<file path="config.mk">
export PLATFORM = sky130hd
export DESIGN_NAME = evirq_ctrl
export DESIGN_NICKNAME = d
export VERILOG_FILES = /design/src/rtl/evirq_pkg.sv /design/src/rtl/evirq_set_merge.sv /design/src/rtl/evirq_evt_reg.sv /design/src/rtl/evirq_mask_reg.sv /design/src/rtl/evirq_line_map.sv /design/src/rtl/evirq_ctrl.sv
export SDC_FILE = /design/constraint.sdc
export NUM_CORES = 1
export LEC_CHECK = 0
export CAP_MARGIN = 30
export CORE_MARGIN = 4
export CORE_UTILIZATION = 33
export CTS_BUF_LIST = sky130_fd_sc_hd__clkbuf_2 sky130_fd_sc_hd__clkbuf_4 sky130_fd_sc_hd__clkbuf_8
export DETAILED_ROUTE_END_ITERATION = 12
export PLACE_DENSITY = 0.78
export SYNTH_ARGS = -nofsm -noshare
export SYNTH_HDL_FRONTEND = slang
export SYNTH_SLANG_ARGS = --single-unit
</file>
<file path="constraint.sdc">
create_clock -name clk -period 0.8 [get_ports clk]
set_input_delay 0.12 -clock clk [delete_from_list [all_inputs] [get_ports clk]]
set_output_delay 0.12 -clock clk [all_outputs]
set_load 0.05 [all_outputs]
</file>
<file path="src/rtl/evirq_pkg.sv">
package evirq_pkg;
  localparam int unsigned EVT_W     = 32;
  localparam int unsigned LINES     = 13;
  localparam int unsigned LOW_DEAD  = EVT_W - LINES;   // bits 18..0 unused
  localparam int unsigned BIT_MII   = 23;
  localparam int unsigned BIT_GSTOP = 28;

  // Event bit that drives interrupt line idx.
  function automatic int unsigned line_src(input int unsigned idx);
    case (idx)
      0:       return 27;
      1:       return 26;
      2:       return 19;
      3:       return 20;
      4:       return 25;
      5:       return 24;
      6:       return 23;
      7:       return 21;
      8:       return 31;
      9:       return 28;
      10:      return 22;
      11:      return 29;
      default: return 30;
    endcase
  endfunction
endpackage

</file>
<file path="src/rtl/evirq_set_merge.sv">
module evirq_set_merge #(
  parameter int unsigned W       = evirq_pkg::EVT_W,
  parameter int unsigned MII_POS = evirq_pkg::BIT_MII,
  parameter int unsigned GS_POS  = evirq_pkg::BIT_GSTOP
) (
  input  logic [W-1:0] hw_set_i,
  input  logic         mgmt_wr_i,
  input  logic         tctl_wr_i,
  input  logic         tctl_go_i,
  output logic [W-1:0] set_o
);
  always_comb begin
    set_o = hw_set_i;
    if (mgmt_wr_i)              set_o[MII_POS] = 1'b1;
    if (tctl_wr_i && tctl_go_i) set_o[GS_POS]  = 1'b1;
  end
endmodule

</file>
<file path="src/rtl/evirq_evt_reg.sv">
module evirq_evt_reg #(
  parameter int unsigned W    = evirq_pkg::EVT_W,
  parameter int unsigned DEAD = evirq_pkg::LOW_DEAD
) (
  input  logic         clk,
  input  logic         rst_n,
  input  logic [W-1:0] set_i,
  input  logic         clr_wr_i,
  input  logic [W-1:0] clr_data_i,
  output logic [W-1:0] evt_o
);
  localparam logic [W-1:0] LIVE = {{(W-DEAD){1'b1}}, {DEAD{1'b0}}};

  logic [W-1:0] evt_q;
  logic [W-1:0] clr_vec;

  assign clr_vec = clr_wr_i ? clr_data_i : '0;

  always_ff @(posedge clk) begin
    if (!rst_n) evt_q <= '0;
    else        evt_q <= ((evt_q & ~clr_vec) | set_i) & LIVE;
  end

  assign evt_o = evt_q;

  AST_SET_STICKS: assert property (@(posedge clk) disable iff (!rst_n)
    |(set_i & LIVE) |=> ((evt_q & $past(set_i & LIVE)) == $past(set_i & LIVE)));
  AST_CLEAR_TAKES: assert property (@(posedge clk) disable iff (!rst_n)
    clr_wr_i |=> ((evt_q & $past(clr_data_i & ~set_i)) == '0));
  AST_KEEP_UNWRITTEN: assert property (@(posedge clk) disable iff (!rst_n)
    1'b1 |=> ((evt_q & $past(evt_q & ~clr_vec)) == $past(evt_q & ~clr_vec)));
endmodule

</file>
<file path="src/rtl/evirq_mask_reg.sv">
module evirq_mask_reg #(
  parameter int unsigned W = evirq_pkg::EVT_W
) (
  input  logic         clk,
  input  logic         rst_n,
  input  logic         wr_i,
  input  logic [W-1:0] wdata_i,
  output logic [W-1:0] mask_o
);
  logic [W-1:0] mask_q;

  always_ff @(posedge clk) begin
    if (!rst_n)    mask_q <= '0;
    else if (wr_i) mask_q <= wdata_i;
  end

  assign mask_o = mask_q;

  AST_MASK_LOAD: assert property (@(posedge clk) disable iff (!rst_n)
    wr_i |=> (mask_q == $past(wdata_i)));
  AST_MASK_HOLD: assert property (@(posedge clk) disable iff (!rst_n)
    !wr_i |=> $stable(mask_q));
endmodule

</file>
<file path="src/rtl/evirq_line_map.sv">
module evirq_line_map #(
  parameter int unsigned W     = evirq_pkg::EVT_W,
  parameter int unsigned LINES = evirq_pkg::LINES
) (
  input  logic             clk,
  input  logic             rst_n,
  input  logic [W-1:0]     evt_i,
  input  logic [W-1:0]     mask_i,
  output logic [LINES-1:0] irq_o
);
  logic [W-1:0]     live;
  logic [LINES-1:0] irq_d;
  logic [LINES-1:0] irq_q;

  assign live = evt_i & mask_i;

  for (genvar g = 0; g < LINES; g++) begin : g_line
    localparam int unsigned SRC = evirq_pkg::line_src(g);
    assign irq_d[g] = live[SRC];

    AST_LINE_LAG: assert property (@(posedge clk) disable iff (!rst_n)
      1'b1 |=> (irq_q[g] == $past(evt_i[SRC] && mask_i[SRC])));
  end

  always_ff @(posedge clk) begin
    if (!rst_n) irq_q <= '0;
    else        irq_q <= irq_d;
  end

  assign irq_o = irq_q;

  AST_NO_MASKED_LINE: assert property (@(posedge clk) disable iff (!rst_n)
    (mask_i == '0) |=> (irq_q == '0));
endmodule

</file>
<file path="src/rtl/evirq_ctrl.sv">
module evirq_ctrl #(
  parameter int unsigned W     = evirq_pkg::EVT_W,
  parameter int unsigned LINES = evirq_pkg::LINES
) (
  input  logic             clk,
  input  logic             rst_n,
  input  logic [W-1:0]     evt_set_i,
  input  logic             evt_wr_i,
  input  logic             mask_wr_i,
  input  logic             mgmt_wr_i,
  input  logic             tctl_wr_i,
  input  logic [W-1:0]     wdata_i,
  output logic [W-1:0]     evt_rd_o,
  output logic [W-1:0]     mask_rd_o,
  output logic [LINES-1:0] irq_o
);
  localparam int unsigned DEAD = W - LINES;

  logic [W-1:0] set_all;
  logic [W-1:0] evt_q;
  logic [W-1:0] mask_q;

  evirq_set_merge #(.W(W)) u_merge (
    .hw_set_i  (evt_set_i),
    .mgmt_wr_i (mgmt_wr_i),
    .tctl_wr_i (tctl_wr_i),
    .tctl_go_i (wdata_i[0]),
    .set_o     (set_all)
  );

  evirq_evt_reg #(.W(W), .DEAD(DEAD)) u_evt (
    .clk        (clk),
    .rst_n      (rst_n),
    .set_i      (set_all),
    .clr_wr_i   (evt_wr_i),
    .clr_data_i (wdata_i),
    .evt_o      (evt_q)
  );

  evirq_mask_reg #(.W(W)) u_mask (
    .clk     (clk),
    .rst_n   (rst_n),
    .wr_i    (mask_wr_i),
    .wdata_i (wdata_i),
    .mask_o  (mask_q)
  );

  evirq_line_map #(.W(W), .LINES(LINES)) u_lines (
    .clk    (clk),
    .rst_n  (rst_n),
    .evt_i  (evt_q),
    .mask_i (mask_q),
    .irq_o  (irq_o)
  );

  assign evt_rd_o  = evt_q;
  assign mask_rd_o = mask_q;

  AST_MII_ON_MGMT: assert property (@(posedge clk) disable iff (!rst_n)
    mgmt_wr_i |=> evt_rd_o[evirq_pkg::BIT_MII]);
  AST_GSTOP_ON_TCTL: assert property (@(posedge clk) disable iff (!rst_n)
    (tctl_wr_i && wdata_i[0]) |=> evt_rd_o[evirq_pkg::BIT_GSTOP]);
  AST_DEAD_BITS_ZERO: assert property (@(posedge clk) disable iff (!rst_n)
    evt_rd_o[DEAD-1:0] == '0);
  AST_RESET_CLEARS: assert property (@(posedge clk)
    !rst_n |=> (evt_rd_o == '0 && mask_rd_o == '0 && irq_o == '0));
endmodule

</file>
== After elaboration in Yosys (flattened, before gate mapping) ==
Index checks and enable logic that the tools add are counted.

* Register bits: 77
* Input bits: 70
* Word-level logic and storage cells: 12

* Muxes and demuxes: 3
* Bitwise logic cells: 4
* Reductions and logical operators: 1

{| class="wikitable"
|+ Operators with widths
! cell !! count
|-
| $and 32x32->32 || 2
|-
| $mux 32 || 1
|-
| $not 32->32 || 1
|-
| $or 32x32->32 || 1
|-
| $mux 1 || 2
|-
| $logic_and 1x1->1 || 1
|}

== Depth between registers and ports, before layout ==
Gate-level depths: netlist of run 1.

* Depth after elaboration: 4
* Gate-level depth with buffers: 4
* Depth with buffers taken out: 2

== Hierarchy ==
From an unflattened synthesis of run 1, not the netlist that was laid out.

* Cell total of the unflattened synthesis: 236
* Area total of the unflattened synthesis: 2519.9 um^2

{| class="wikitable"
|+ By module, submodules not included
! module !! instances !! cells an instance !! area each (um^2) !! sequential area each (um^2)
|-
| evirq_mask_reg || 1 || 103 || 1243.7 || 640.6
|-
| evirq_evt_reg || 1 || 74 || 680.7 || 260.2
|-
| evirq_line_map || 1 || 27 || 356.6 || 260.2
|-
| evirq_set_merge || 1 || 32 || 239.0 || 0.0
|}

== Worst setup path before layout of run 1 ==
Ideal clock, no wire load.

* Path kind: reg-to-reg
* Start: register u_evt.evt_q[28] (netlist: u_evt.evt_o[28])
* End: register u_evt.evt_q[28] (netlist: u_evt.evt_o[28])
* Setup time: 0.076 ns
* Arrival time: 0.997 ns
* Required time: 0.724 ns
* Slack: -0.273 ns
* Stages on the path, launching flop included: 3
* Period minus slack after synthesis: 1.073 ns
* Cells stage by stage: dfxtp_1 > a21bo_2 > a21boi_0

* Cells in the longest elaborated chain, start to end: 2

{| class="wikitable"
|+ Ends and longest elaborated chain
! element !! RTL line !! RTL
|-
| from (decl) || evirq_evt_reg.sv:14 || <nowiki>logic [W-1:0] evt_q;</nowiki>
|-
| from (signal assigned) || evirq_evt_reg.sv:21 || <nowiki>else evt_q <= ((evt_q & ~clr_vec) | set_i) & LIVE;</nowiki>
|-
| $and 32x32->32 || evirq_evt_reg.sv:21 ||
|-
| $or 32x32->32 || evirq_evt_reg.sv:21 ||
|}

Every way passes these cells.
A chain may end at the register's enable or synchronous reset.

== Worst setup path in the final report of run 1 ==
* Start: register u_evt.evt_q[23] (netlist: u_evt.evt_o[23])
* End: output port evt_rd_o[23]

{| class="wikitable"
|+ RTL lines
! element !! RTL line !! RTL
|-
| to (decl) || evirq_ctrl.sv:13 || <nowiki>output logic [W-1:0] evt_rd_o,</nowiki>
|}

No word-level cell between the ends.

==> flow_summary_export.csv, run 1 <==
group,metric,value,unit
routing,vias,1831,
floorplanning,core,0.006422,mm²
worst_setup_path,worstSetupPathType,"flop to output pin",
sta,finalHoldViolations,0,
synthesis,synth-seq-cells,58,
pwr,ir_drop,0.001002,V
routing,routed_wl,6.391,mm
routing,via_per_inst,4.466,
synthesis,synth.largest_area_cell,"dfxtp_1",
final_layout,final_area,0.004474,mm²
sta,period_needed,1.033,ns
routing,top_layer,"met4",
sta,rsz0062_at_grt,"true",
routing,drt_iter0_drc,29,
cts,cts_buffers,9,
cts,cts_tree,"built",
final_layout,area_growth,101.7,%
worst_setup_path,startpoint_type,"flop",
cts,htreeDepth,3,
routing,wl_met3,462,µm
routing,postRouteAntennaNets,0,
floorplanning,top_level_ports,147,
floorplanning,initial_core_util,0.3454,
outcome,violations,"negative setup slack",
routing,drt_first_pass_iters,3,
global_route,antenna_found_initial,0,
sta,slew_violations,0,
hold_path,hold_path_class,"input port to flop",
sta,fin_crit_sh,1.292,
routing,avgRoutedWirePerCell,15.59,µm
final_layout,drive_gt1_frac,0.4955,
sta,setup_viol,66,
worst_setup_path,cp-end-kind,"output pin",
synthesis,synthCells,193,
global_route,gr-total-overflow,0,
routing,drc,0,
final_layout,final_cells,410,
final_layout,diodes,0,
worst_setup_path,cp.required,0.68,ns
placed_design,dpl_cell_area,0.003978,mm²
floorplanning,row_count,29,
pwr,p_leak,1.947,nW
floorplanning,die_w,89.99,µm
sta,max_freq,967.7,MHz
synthesis,yosysTopAreaCellShare,0.5234,
synthesis,yosysSeqAreaShare,0.5234,
placed_design,dp_hpwl,4.363,mm
global_route,grt_pass1_vias,2071,
cts,clkTransAtPathRegs,0.06,ns
cts,cts_hold_buf,0,
final_layout,nets,398,
routing,wirelength_met1,2.481,mm
cts,clock_latency,0.32,ns
sta,skew,0.006559,ns
worst_setup_path,path_max_fanout,2,
outcome,status,"finished with violations",
synthesis,ys_types,15,
placed_design,io_buffers,108,
global_route,grt_pass1_wl,10.19,mm
synthesis,synth.cell_area,0.002218,mm²
synthesis,synth_area_per_cell,11.49,µm²
floorplanning,die_y,89.99,µm
placed_design,place_inst,374,
routing,route.met2.wl,3.343,mm
synthesis,synth_warnings,0,
sta,setup_ws,-0.2334,ns
global_route,grtUsageTotal,0.1608,
cts,clk_path_buf_depth,2,
global_route,grt_max_degree,30,
worst_setup_path,cp_data_arrival_time,0.91,ns
placed_design,globalplace.congestion,0.6706,
job,maxCapViolations,0,
cts,cts_num_sinks,58,
cts,cts_root_buffer,"clkbuf_8",
sta,finalSetupTns,-7.981,ns
final_layout,utilization,0.6967,
floorplanning,die_area,0.008098,mm²
synthesis,synth_area_leaders,"dfxtp_1 52%, mux2i_1 14%, nor2b_1 9.0%",
pwr,power_density,1759,mW/mm²
[power by group]
part           switching (mW)  internal (mW)  leakage, nW
combinational            1.07           1.13         1.34
clock                    1.06           1.39        0.100
sequential              0.173           3.05        0.505
[final timing paths]
| path | startpoint | end | slack (ns) | cells past startpoint |
|---|---|---|---|---|
| max | u_evt.evt_o[23]$_SDFF_PN0_ | evt_rd_o[23] | -0.23 | 2 |
| min reg2reg | u_evt.evt_o[22]$_SDFF_PN0_ | u_lines.irq_o[10]$_SDFF_PN0_ | 0.53 | 1 |
| min | mask_wr_i | u_mask.mask_o[1]$_SDFFE_PN0P_ | 0.25 | 4 |
| max reg2reg | u_evt.evt_o[20]$_SDFF_PN0_ | u_evt.evt_o[20]$_SDFF_PN0_ | -0.08 | 3 |
[critical path, stage by stage (launching register included)]
cell and delay (ns):
dfxtp_4 0.34, buf_6 0.11, buf_12 0.14
[cell usage after synthesis (all sizes together)]
master   n
mux2i   32
dfxtp   58
a21oi    1
buf     27
nor2b   32
clkbuf   3
and3    13
a21bo    1
o21a    11
o31a     1
conb     1
a21boi  13
[what timing repair did]
action / in CTS / in global routing
setup buffers: 17 / 1
endpoints found under the setup margin: 73 / 75
pin swaps: 5 / 8
cloned: 2 / 0
gates resized for setup: 31 / 22
[registers in the layout, summed over array words and instances (netlist names)]
signal / cells
u_mask.mask_o: 32
u_evt.evt_o: 13
u_lines.irq_o: 13
[cell usage in the layout (no fill, tap or decap)]
master / n
clkinv_1: 1
buf_16: 1
and3_4: 1
dlygate4sd2_1: 2
bufbuf_16: 1
mux2i_1: 32
nor2b_1: 32
o21a_1: 11
a21boi_4: 1
dfxtp_2: 38
buf_4: 7
a21boi_1: 6
o31a_1: 1
clkbuf_4: 1
buf_6: 16
a21boi_2: 2
a21boi_0: 4
clkbuf_8: 12
buf_12: 61
a21oi_1: 1
clkdlybuf4s50_1: 47
and3_1: 12
clkinv_2: 2
buf_2: 1
conb_1: 19
dfxtp_4: 20
a21bo_2: 1
[routing by layer]
layer / up-vias / global-route usage
li1: 888 / -
met2: 74 / 0.2932
met1: 858 / 0.1662
met5: - / 0
met4: 0 / 0.07526
met3: 11 / 0.05259
[area by class of cell]
cell class,instances,area [µm²]
well taps,77,96.34
clock inverters,3,13.76
repair buffers,136,2007
fillers,454,1948
flip-flops and latches,58,1284
multi-input cells,123,900.9
clock buffers,13,172.7
[kinds of logic after synthesis]
logic type / count (synthesis) / share of synthesized area
flip-flops: 58 / 0.5234
AND/OR/NAND/NOR: 45 / 0.1269
multiplexers: 32 / 0.1444
buffers and inverters: 30 / 0.1117
AO/OA/AOI/OAI: 27 / 0.09193
other: 1 / 0.001690
[stage by stage]
stage	hold WS [ns]	setup WS, ns	total power [mW]
5_1_grt	0.2991	-0.2649	8.207
3_3_place_gp	0.5041	-0.3705	5.274
6_report	0.2532	-0.2334	7.870
3_5_place_dp	0.5068	-0.4331	5.313
2_1_floorplan	0.2432	-0.05508	4.336
4_1_cts	0.2448	-0.2505	7.927
Power figures use the tool's default switching activity.
==> run 2: changes to the inputs <==
--- a/config.mk
+++ b/config.mk
@@ -10,7 +10,7 @@
 export CORE_UTILIZATION = 33
 export CTS_BUF_LIST = sky130_fd_sc_hd__clkbuf_2 sky130_fd_sc_hd__clkbuf_4 sky130_fd_sc_hd__clkbuf_8
 export DETAILED_ROUTE_END_ITERATION = 12
-export PLACE_DENSITY = 0.78
+export PLACE_DENSITY = 0.86
 export SYNTH_ARGS = -nofsm -noshare
 export SYNTH_HDL_FRONTEND = slang
 export SYNTH_SLANG_ARGS = --single-unit
==> flow_summary_export.csv, run 2 (same netlist as run 1, synthesis figures left out) <==
group,metric,value,unit
cts,clock_latency,0.32,ns
sta,finalSetupTns,-7.800,ns
pwr,p_leak,1.926,nW
worst_setup_path,max_stage_delay,0.34,ns
floorplanning,core,0.006422,mm²
cts,cts_root_buffer,"clkbuf_8",
final_layout,nets,395,
cts,cts_tree,"built",
sta,rsz0062_at_grt,"true",
worst_setup_path,cp_data_arrival_time,0.91,ns
routing,postRouteAntennaNets,0,
sta,setup_viol,65,
final_layout,mostFrequentLayoutCell,"buf_12",
outcome,violations,"negative setup slack",
cts,clkTransAtPathRegs,0.06,ns
floorplanning,die_area,0.008098,mm²
worst_setup_path,worstSetupPathType,"flop to output pin",
routing,drt_iter0_drc,32,
routing,routed_wl,6.197,mm
final_layout,mostFrequentLayoutCells,"61 x buf_12, 47 x clkdlybuf4s50_1, 42 x dfxtp_2",
sta,setup_ws,-0.2279,ns
placed_design,globalplace.congestion,0.6808,
routing,drc,0,
floorplanning,top_level_ports,147,
pwr,ir_drop,0.0009633,V
sta,period_needed,1.028,ns
placed_design,dp_hpwl,4.245,mm
job,maxCapViolations,0,
floorplanning,die_w,89.99,µm
routing,drt_first_pass_iters,4,
global_route,grt_pass1_vias,1910,
sta,hold_ws,0.3137,ns
cts,cts_num_sinks,58,
final_layout,drive_gt1_frac,0.4909,
global_route,grt_pass1_wl,10.05,mm
global_route,gr-total-overflow,0,
sta,max_freq,972.8,MHz
worst_setup_path,slowest_stage,"dfxtp_4",
final_layout,area_growth,99.04,%
final_layout,largest_reg_flops,32,
sta,skew,0.005965,ns
cts,htreeDepth,3,
sta,finalHoldViolations,0,
cts,clk_path_buf_depth,2,
pwr,power_density,1757,mW/mm²
pwr,p_total,7.760,mW
cts,cts_hold_buf,0,
global_route,antenna_found_initial,0,
cts,cts_buffers,9,
floorplanning,die_y,89.99,µm
routing,vias,1802,
placed_design,io_buffers,108,
floorplanning,row_count,29,
worst_setup_path,cp.required,0.68,ns
sta,fin_crit_sh,1.285,
routing,via_per_inst,4.428,
routing,avgRoutedWirePerCell,15.23,µm
hold_path,hold_path_class,"input port to flop",
placed_design,detailedPlace.worstSlack,-0.3886,ns
worst_setup_path,crit_chain,"buf_6 -> buf_12",
outcome,status,"finished with violations",
final_layout,utilization,0.6875,
floorplanning,initial_core_util,0.3454,
global_route,grtUsageTotal,0.1574,
final_layout,diodes,0,
worst_setup_path,path_max_fanout,2,
worst_setup_path,startpoint_type,"flop",
global_route,grt_max_degree,30,
worst_setup_path,reg2reg_slack,-0.06,ns
sta,slew_violations,0,
worst_setup_path,cp-end-kind,"output pin",
run 2: cell types whose count changed in the layout (fill, tap and decap cells not counted), moves of 2 or more:
cell,delta
clkbuf_8,-2
buf_6,-4
dfxtp_2,+4
dfxtp_4,-4
clkbuf_4,+2
a21boi_0,+2
run 2: worst paths after layout:
check / endpoint / startpoint / cells after the start
setup / recovery: evt_rd_o[23] / u_evt.evt_o[23]$_SDFF_PN0_ / 2
hold / removal: u_mask.mask_o[26]$_SDFFE_PN0P_ / mask_wr_i / 4
setup reg to reg: u_evt.evt_o[26]$_SDFF_PN0_ / u_evt.evt_o[26]$_SDFF_PN0_ / 3
hold reg to reg: u_lines.irq_o[2]$_SDFF_PN0_ / u_mask.mask_o[19]$_SDFFE_PN0P_ / 1
run 2: layout make-up:
cell class                      instances  area (µm²)
Multi-Input combinational cell        123       895.9
Clock inverter                          3       15.01
Clock buffer                           13       160.2
Fill cell                             444        2007
Tap cell                               77       96.34
Timing Repair Buffer                  133        1974
Sequential cell                        58        1274
run 2: layer usage:
metal	up-vias	wire [µm]	global-route usage	share of wire
li1	876	-	-	-
met1	844	2323	0.1652	0.37
met2	70	3349	0.2932	0.54
met3	12	379	0.03840	0.061
met4	0	144	0.07526	0.023
met5	-	0	0	0
run 2: worst max-delay path, delay by kind of cell (launching register included):
kind	cells	cell delay, ns
DFF	1	0.34
buffers and inverters	2	0.25
run 2: stage by stage:
| step | instances | cell area [µm²] |
|---|---|---|
| 4_1_cts | 406 | 4359 |
| 3_3_place_gp | 372 | 3963 |
| 3_5_place_dp | 372 | 3963 |
| 5_1_grt | 407 | 4415 |
| 2_1_floorplan | 211 | 2375 |
| 6_report | 407 | 4415 |
run 2: timing repair:
action,CTS,global route
pin swaps,2,5
buffers inserted,16,1
cloned,2,0
endpoints found under the setup margin,63,69
gates resized for setup,25,16
run 2: where the power goes:
group	internal, mW	leakage, nW	switching (mW)
clock	1.30	0.0974	1.07
sequential	3.05	0.504	0.167
combinational	1.11	1.32	1.06
total	5.47	1.93	2.29
